$ cat src/rtl/alu3_pkg.sv
package alu3_pkg;
  localparam int unsigned OP_W = 3;

  typedef enum logic [OP_W-1:0] {
    OP_AND = 3'b000,
    OP_ADD = 3'b001,
    OP_OR  = 3'b010,
    OP_SUB = 3'b011,
    OP_SLT = 3'b100,
    OP_XOR = 3'b101,
    OP_RS6 = 3'b110,
    OP_RS7 = 3'b111
  } alu_op_e;
endpackage

$ cat src/rtl/alu3_addsub.sv
// Shared adder for ADD, SUB and signed less-than.
module alu3_addsub #(
  parameter int unsigned WIDTH = 32
) (
  input  logic [WIDTH-1:0] a_i,
  input  logic [WIDTH-1:0] b_i,
  input  logic             sub_i,
  output logic [WIDTH-1:0] sum_o,
  output logic             lt_o
);
  localparam int unsigned MSB = WIDTH - 1;

  logic [WIDTH-1:0] b_eff;

  always_comb begin
    b_eff = sub_i ? ~b_i : b_i;
    sum_o = a_i + b_eff + {{(WIDTH-1){1'b0}}, sub_i};
    // Opposite signs: the negative operand is smaller. Same signs: no
    // overflow is possible, so the sign of the difference decides.
    if (a_i[MSB] != b_i[MSB]) lt_o = a_i[MSB];
    else                      lt_o = sum_o[MSB];
  end
endmodule

$ cat src/rtl/alu3_logic.sv
module alu3_logic #(
  parameter int unsigned WIDTH = 32
) (
  input  logic [WIDTH-1:0] a_i,
  input  logic [WIDTH-1:0] b_i,
  output logic [WIDTH-1:0] and_o,
  output logic [WIDTH-1:0] or_o,
  output logic [WIDTH-1:0] xor_o
);
  always_comb begin
    and_o = a_i & b_i;
    or_o  = a_i | b_i;
    xor_o = a_i ^ b_i;
  end
endmodule

$ cat src/rtl/alu3_zdet.sv
// Two-level zero detect: OR each chunk, then NOR the chunk results.
module alu3_zdet #(
  parameter int unsigned WIDTH = 32,
  parameter int unsigned CHUNK = 8
) (
  input  logic [WIDTH-1:0] val_i,
  output logic             zero_o
);
  localparam int unsigned NCHUNK = (WIDTH + CHUNK - 1) / CHUNK;
  localparam int unsigned PADW   = NCHUNK * CHUNK;

  logic [PADW-1:0]   padded;
  logic [NCHUNK-1:0] chunk_any;

  always_comb begin
    padded = '0;
    padded[WIDTH-1:0] = val_i;
  end

  for (genvar g = 0; g < NCHUNK; g++) begin : g_chunk
    assign chunk_any[g] = |padded[g*CHUNK +: CHUNK];
  end

  assign zero_o = ~|chunk_any;
endmodule

$ cat src/rtl/alu3_core.sv
module alu3_core
  import alu3_pkg::*;
#(
  parameter int unsigned WIDTH   = 32,
  parameter int unsigned SHAMT_W = 5,
  parameter int unsigned ZCHUNK  = 8
) (
  input  logic [WIDTH-1:0]   opnd_a,
  input  logic [WIDTH-1:0]   opnd_b,
  input  logic [OP_W-1:0]    op_sel,
  input  logic [SHAMT_W-1:0] shift_amt,
  output logic [WIDTH-1:0]   result,
  output logic               zero_flag,
  output logic               overflow
);
  alu_op_e          op;
  logic             do_sub;
  logic [WIDTH-1:0] sum_w, and_w, or_w, xor_w;
  logic             lt_w;
  logic             shamt_unused;

  assign op           = alu_op_e'(op_sel);
  assign do_sub       = (op == OP_SUB) || (op == OP_SLT);
  assign shamt_unused = ^shift_amt;
  assign overflow     = 1'b0;

  alu3_addsub #(.WIDTH(WIDTH)) u_addsub (
    .a_i(opnd_a), .b_i(opnd_b), .sub_i(do_sub), .sum_o(sum_w), .lt_o(lt_w)
  );

  alu3_logic #(.WIDTH(WIDTH)) u_logic (
    .a_i(opnd_a), .b_i(opnd_b), .and_o(and_w), .or_o(or_w), .xor_o(xor_w)
  );

  always_comb begin
    unique case (op)
      OP_AND:  result = and_w;
      OP_OR:   result = or_w;
      OP_XOR:  result = xor_w;
      OP_ADD,
      OP_SUB:  result = sum_w;
      OP_SLT:  result = {{(WIDTH-1){1'b0}}, lt_w};
      default: result = '0;
    endcase
  end

  alu3_zdet #(.WIDTH(WIDTH), .CHUNK(ZCHUNK)) u_zdet (
    .val_i(result), .zero_o(zero_flag)
  );
endmodule

$ cat config.mk
export PLATFORM = sky130hd
export DESIGN_NAME = alu3_core
export DESIGN_NICKNAME = d
export VERILOG_FILES = /design/src/rtl/alu3_pkg.sv /design/src/rtl/alu3_addsub.sv /design/src/rtl/alu3_logic.sv /design/src/rtl/alu3_zdet.sv /design/src/rtl/alu3_core.sv
export SDC_FILE = /design/constraint.sdc
export NUM_CORES = 1
export LEC_CHECK = 0
export CELL_PAD_IN_SITES_DETAIL_PLACEMENT = 1
export CELL_PAD_IN_SITES_GLOBAL_PLACEMENT = 1
export CORE_MARGIN = 2
export CORE_UTILIZATION = 39
export DETAILED_ROUTE_END_ITERATION = 6
export DONT_BUFFER_PORTS = 1
export PLACE_DENSITY = 0.71
export SYNTH_ARGS = -nofsm -noshare
export SYNTH_HDL_FRONTEND = slang
export SYNTH_SLANG_ARGS = --single-unit
$ cat constraint.sdc
create_clock -name vclk -period 12.95
set_input_delay 2.59 -clock vclk [all_inputs]
set_output_delay 2.59 -clock vclk [all_outputs]
set_load 0.02 [all_outputs]
After elaboration in Yosys (flattened, before gate mapping)
Cells that the tools add are included.

Bits in registers: 0. Input port bits: 72. Output and inout port bits: 34. Logic and storage cells: 20.

Add/subtract/negate cells: 2. Equality and inequality tests: 6. Multiplexer cells: 3. Bitwise gates (word level): 4. Reduce and logical (&&, ||, !) cells: 5.

Operator list (count): 32-bit one-hot mux with 5 select lines (1); 32-bit by 1-bit adder with 32-bit output (1); 32-bit adder (1); 32-bit bitwise AND (1); 32-bit two-way mux (1); 32-bit inverter (1); 32-bit OR (1); 32-bit OR reduction (1); 32-bit bitwise XOR (1); 3-bit by 2-bit == test with 1-bit output (second input constant) (2); 3-bit == test (second input constant) (2); 3-bit by 1-bit == test with 1-bit output (second input constant) (1); 3-bit zero test (1); 2-bit OR reduction (1); 1-bit zero test (1); 1-bit logical OR (1); 1-bit two-way mux (1); 1-bit != test (1).

Depth between registers and ports, before layout
Depth in word-level cells: 9. Gate-level depth with buffers: 17. Gate-level depth less buffers: 14.

Modules after synthesis
From an unflattened synthesis, not the netlist that was laid out.

Cell total of the unflattened synthesis: 605. Area total of the unflattened synthesis: 4384.2 um^2.

Modules (own cells, without submodules): alu3_addsub (times used 1, cells each 295, area an instance 2053.2 um^2, sequential area each 0.0 um^2); alu3_logic (times used 1, cells each 160, area an instance 1161.1 um^2, sequential area each 0.0 um^2); alu3_core (times used 1, cells each 139, area an instance 1097.3 um^2, sequential area each 0.0 um^2); alu3_zdet (times used 1, cells each 11, area an instance 72.6 um^2, sequential area each 0.0 um^2).

Least setup slack after synthesis
OpenSTA, ideal clock, no wires.

Path kind: input to output. Start point: input op_sel[0]. End point: output zero_flag. Arrival time: 6791 ps. Required time: 10360 ps. Slack: 3569 ps. Stages on the path: 16. Path buffers: 2. Cell sequence: or3b_1 -> buf_2 -> nand2_1 -> buf_1 -> xnor2_1 -> fa_1 -> a211oi_1 -> o211ai_1 -> a211oi_1 -> nor2_1 -> a2111oi_2 -> nor2_1 -> xnor2_1 -> o21ai_0 -> or4_1 -> nor3_2.

Elaborated cells between the ends (all ways): 15. Classes of those cells: add/sub (2); eq/ne (5); mux (3); reduce/logical (5).

RTL lines: start, declared (RTL line alu3_core.sv:10) `input logic [OP_W-1:0] op_sel,`; 3-bit by 2-bit == test with 1-bit output or 3-bit == test (tied branches) (RTL line alu3_core.sv:23, alu3_core.sv:36); 1-bit logical OR (RTL line alu3_core.sv:23) `assign do_sub = (op == OP_SUB) || (op == OP_SLT);`; 32-bit two-way mux (RTL line alu3_addsub.sv:16) `b_eff = sub_i ? ~b_i : b_i;`; 32-bit adder (RTL line alu3_addsub.sv:17) `sum_o = a_i + b_eff + {{(WIDTH-1){1'b0}}, sub_i};`; 32-bit by 1-bit adder with 32-bit output (RTL line alu3_addsub.sv:17); 32-bit one-hot mux with 5 select lines * (RTL line alu3_core.sv:36) `unique case (op)`; named net result[24] (RTL line alu3_core.sv:12) `output logic [WIDTH-1:0] result,`; 32-bit OR reduction * (RTL line alu3_zdet.sv:24) `assign zero_o = ~|chunk_any;`; 1-bit zero test * (RTL line alu3_zdet.sv:24); end, declared (RTL line alu3_core.sv:13) `output logic zero_flag,`.

The timed path passes the listed nets; every way through them passes the cells marked *.

Worst setup path after layout
Ends and elaborated chain as after synthesis.

==> metrics.yaml <==
placement:
  place_hpwl_mm: 11.15
  io_buffers: 0
  place.gp.congestion: 0.8880
  placed_area_um2: 4377
  dpl_worst_slack_ps: 2551
  dp.cells: 746
yosys:
  yosysMostFrequentCell: "ha_1"
  avgSynthCellArea_um2: 6.761
  synth_top_area_share_pct: 27.60
  postSynthNetCount: 805
  synth_common_cells: "ha_1, inv_1, a21oi_1"
  synthTopCellsByArea: "ha_1, xnor2_1, inv_1"
  yosys.area.top_type: "ha_1"
  yosysWarnings: 0
  synth_cells: 637
  yosysUniqueCellTypes: 60
  syn_area_um2: 4307
  synth-seq-area-share_pct: 0
cells_and_area:
  utilization_pct: 40.55
  fillers: 1391
  num_antenna_cells: 0
  final_cells: 746
  final_area_um2: 4377
  n_clock_buffer: 0
  seq_cell_count: 0
  drive_above_1_share_pct: 2.640
  fin_nets: 776
  area_delta_synth_final_pct: 1.627
  layout.area.seq_um2: 0
critical_path:
  cp.required_ps: 10360
  setup.worst_path.class: "primary input to output pin"
  critPathArrivalTime_ps: 7790
  critPathMaxFanout: 16
  crit_path_start_kind: "primary input"
  end_kind: "output pin"
grt:
  grt_pass1_vias: 4559
  antenna_found_initial: 0
  grt_usage_pct: 22.81
  overflow: 0
  grt_max_degree: 67
  grt_pass1_wl_mm: 22.30
power_and_ir_drop:
  combPwrFrac_pct: 100.0
  sw_frac_of_total_pct: 63.98
  powerDensity_nw_per_um2: 60.02
  power_switching_mw: 0.1681
  p_int_mw: 0.09463
  p_clk_share_pct: 0
  p_leak_nw: 2.082
  p_seq_share_pct: 0
  irDropWorstVdd_v: 0.00002326
routing:
  met3_length_um: 719
  routed_wl_mm: 13.67
  highest_layer: "met4"
  wire_per_inst_um: 18.32
  drc: 0
  met1_length_mm: 6.024
  met2_wirelength_mm: 6.701
  viasPerCell: 5.953
  drt_iter0_drc: 138
  dr.pass1.iters: 4
  vias: 4441
  drtAntennaViolNets: 0
sta:
  max_slew_margin_pct: 32.35
  finalHoldViolations: 0
  fmax_ghz: 0.09637
  tightest_slew_ps: 1004
  setup_tns_ps: 0
  slew_viol_final: 0
  rsz0062_at_grt: "false"
  setup_slack_ps: 2573
  post-route-period-util_pct: 80.13
  final-setup-viol-count: 0
  fin_crit_ps: 10380
worst_hold_path:
  hold_class: "primary input to output pin"
  hold_depth: 1
die:
  core_um2: 10790
  die_y_um: 109.1
  start_util_pct: 39.90
  fp.dieArea_um2: 11900
  io_pins: 106
  placementRows: 38
  die_w_um: 109.1
clock_tree:
  post_cts_resized: 0
  ctsHoldBuffers: 0
  cts_setup_buffers: 0
run:
  maxCapViolCount: 0
outcome:
  outcome: "finished, final reports clean"
## logic make-up (layout without fill, tap and decap cells)
| kind of cell | Yosys count | after routing | share of synthesized area (%) |
|---|---|---|---|
| AOI/OAI and AO/OA | 191 | 191 | 29.11 |
| adders and majority gates | 96 | 96 | 28.07 |
| muxes | 10 | 10 | 2.324 |
| xor gates and xnor gates | 54 | 54 | 10.98 |
| buffers and inverters | 116 | 85 | 10.26 |
| and+or+nand+nor | 169 | 169 | 19.18 |
| other | 1 | 1 | 0.08708 |
## critical path, stage by stage
cell and delay [ps]:
or3b_1 470, nand2_1 720, xnor2_1 240, fa_1 470
a211oi_1 480, o211ai_1 310, a21oi_1 330, or4_1 170
nand3_1 260, nor4_1 420, nand4_1 230, nor4_1 470
nand4_1 270, nor3_2 360
## layout by cell type, fill, tap and decap left out, types with 3 or more instances in the layout
| cell type | instances |
|---|---|
| nor2b_1 | 7 |
| ha_1 | 95 |
| a211oi_1 | 29 |
| or4_1 | 4 |
| mux2i_1 | 10 |
| nand2_1 | 50 |
| a22oi_1 | 3 |
| o31ai_1 | 3 |
| buf_4 | 4 |
| nand3b_1 | 4 |
| nand4_1 | 11 |
| nor3_1 | 9 |
| a211o_1 | 4 |
| nand2b_1 | 4 |
| o21bai_1 | 4 |
| nand3_1 | 15 |
| nor2_1 | 42 |
| inv_1 | 81 |
| a21o_1 | 12 |
| or3_1 | 6 |
| xnor2_1 | 43 |
| o21ai_0 | 39 |
| or2_2 | 4 |
| o211ai_1 | 7 |
| a21oi_1 | 59 |
| o21a_1 | 4 |
| and3_1 | 3 |
| xor2_1 | 11 |
## final cells by class
type	instances	area [µm²]	share of cell area, %
Inverter	81	304.0	6.947
Multi-Input combinational cell	521	3867	88.36
Tap cell	140	175.2	4.002
Timing Repair Buffer	4	30.03	0.6861
## power groups by stage
stage / combinational [mW] / sequential, mW / clock (mW)
finish: 0.263 / 0 / 0
global route: 0.293 / 0 / 0
detailed placement: 0.261 / 0 / 0
floorplan: 0.210 / 0 / 0
CTS: 0.263 / 0 / 0
global placement: 0.253 / 0 / 0
## layer usage
metal | vias up | track usage [%]
li1 | 2178 | -
met1 | 2161 | 28.41
met2 | 86 | 42.01
met3 | 16 | 2.929
met4 | 0 | 3.846
met5 | - | 0
## through the flow
step	total power, mW	hold WS [ps]
finish	0.2627	5283
global route	0.2933	5286
CTS	0.2633	5282
detailed placement	0.2614	5282
global placement	0.2528	5280
floorplan	0.2100	5468
## path summary, 6_finish.rpt
check	startpoint	endpoint	slack, ps
max	op_sel[0]	zero_flag	2570
min	op_sel[2]	result[29]	5280
(Power assumes the default switching activity.)
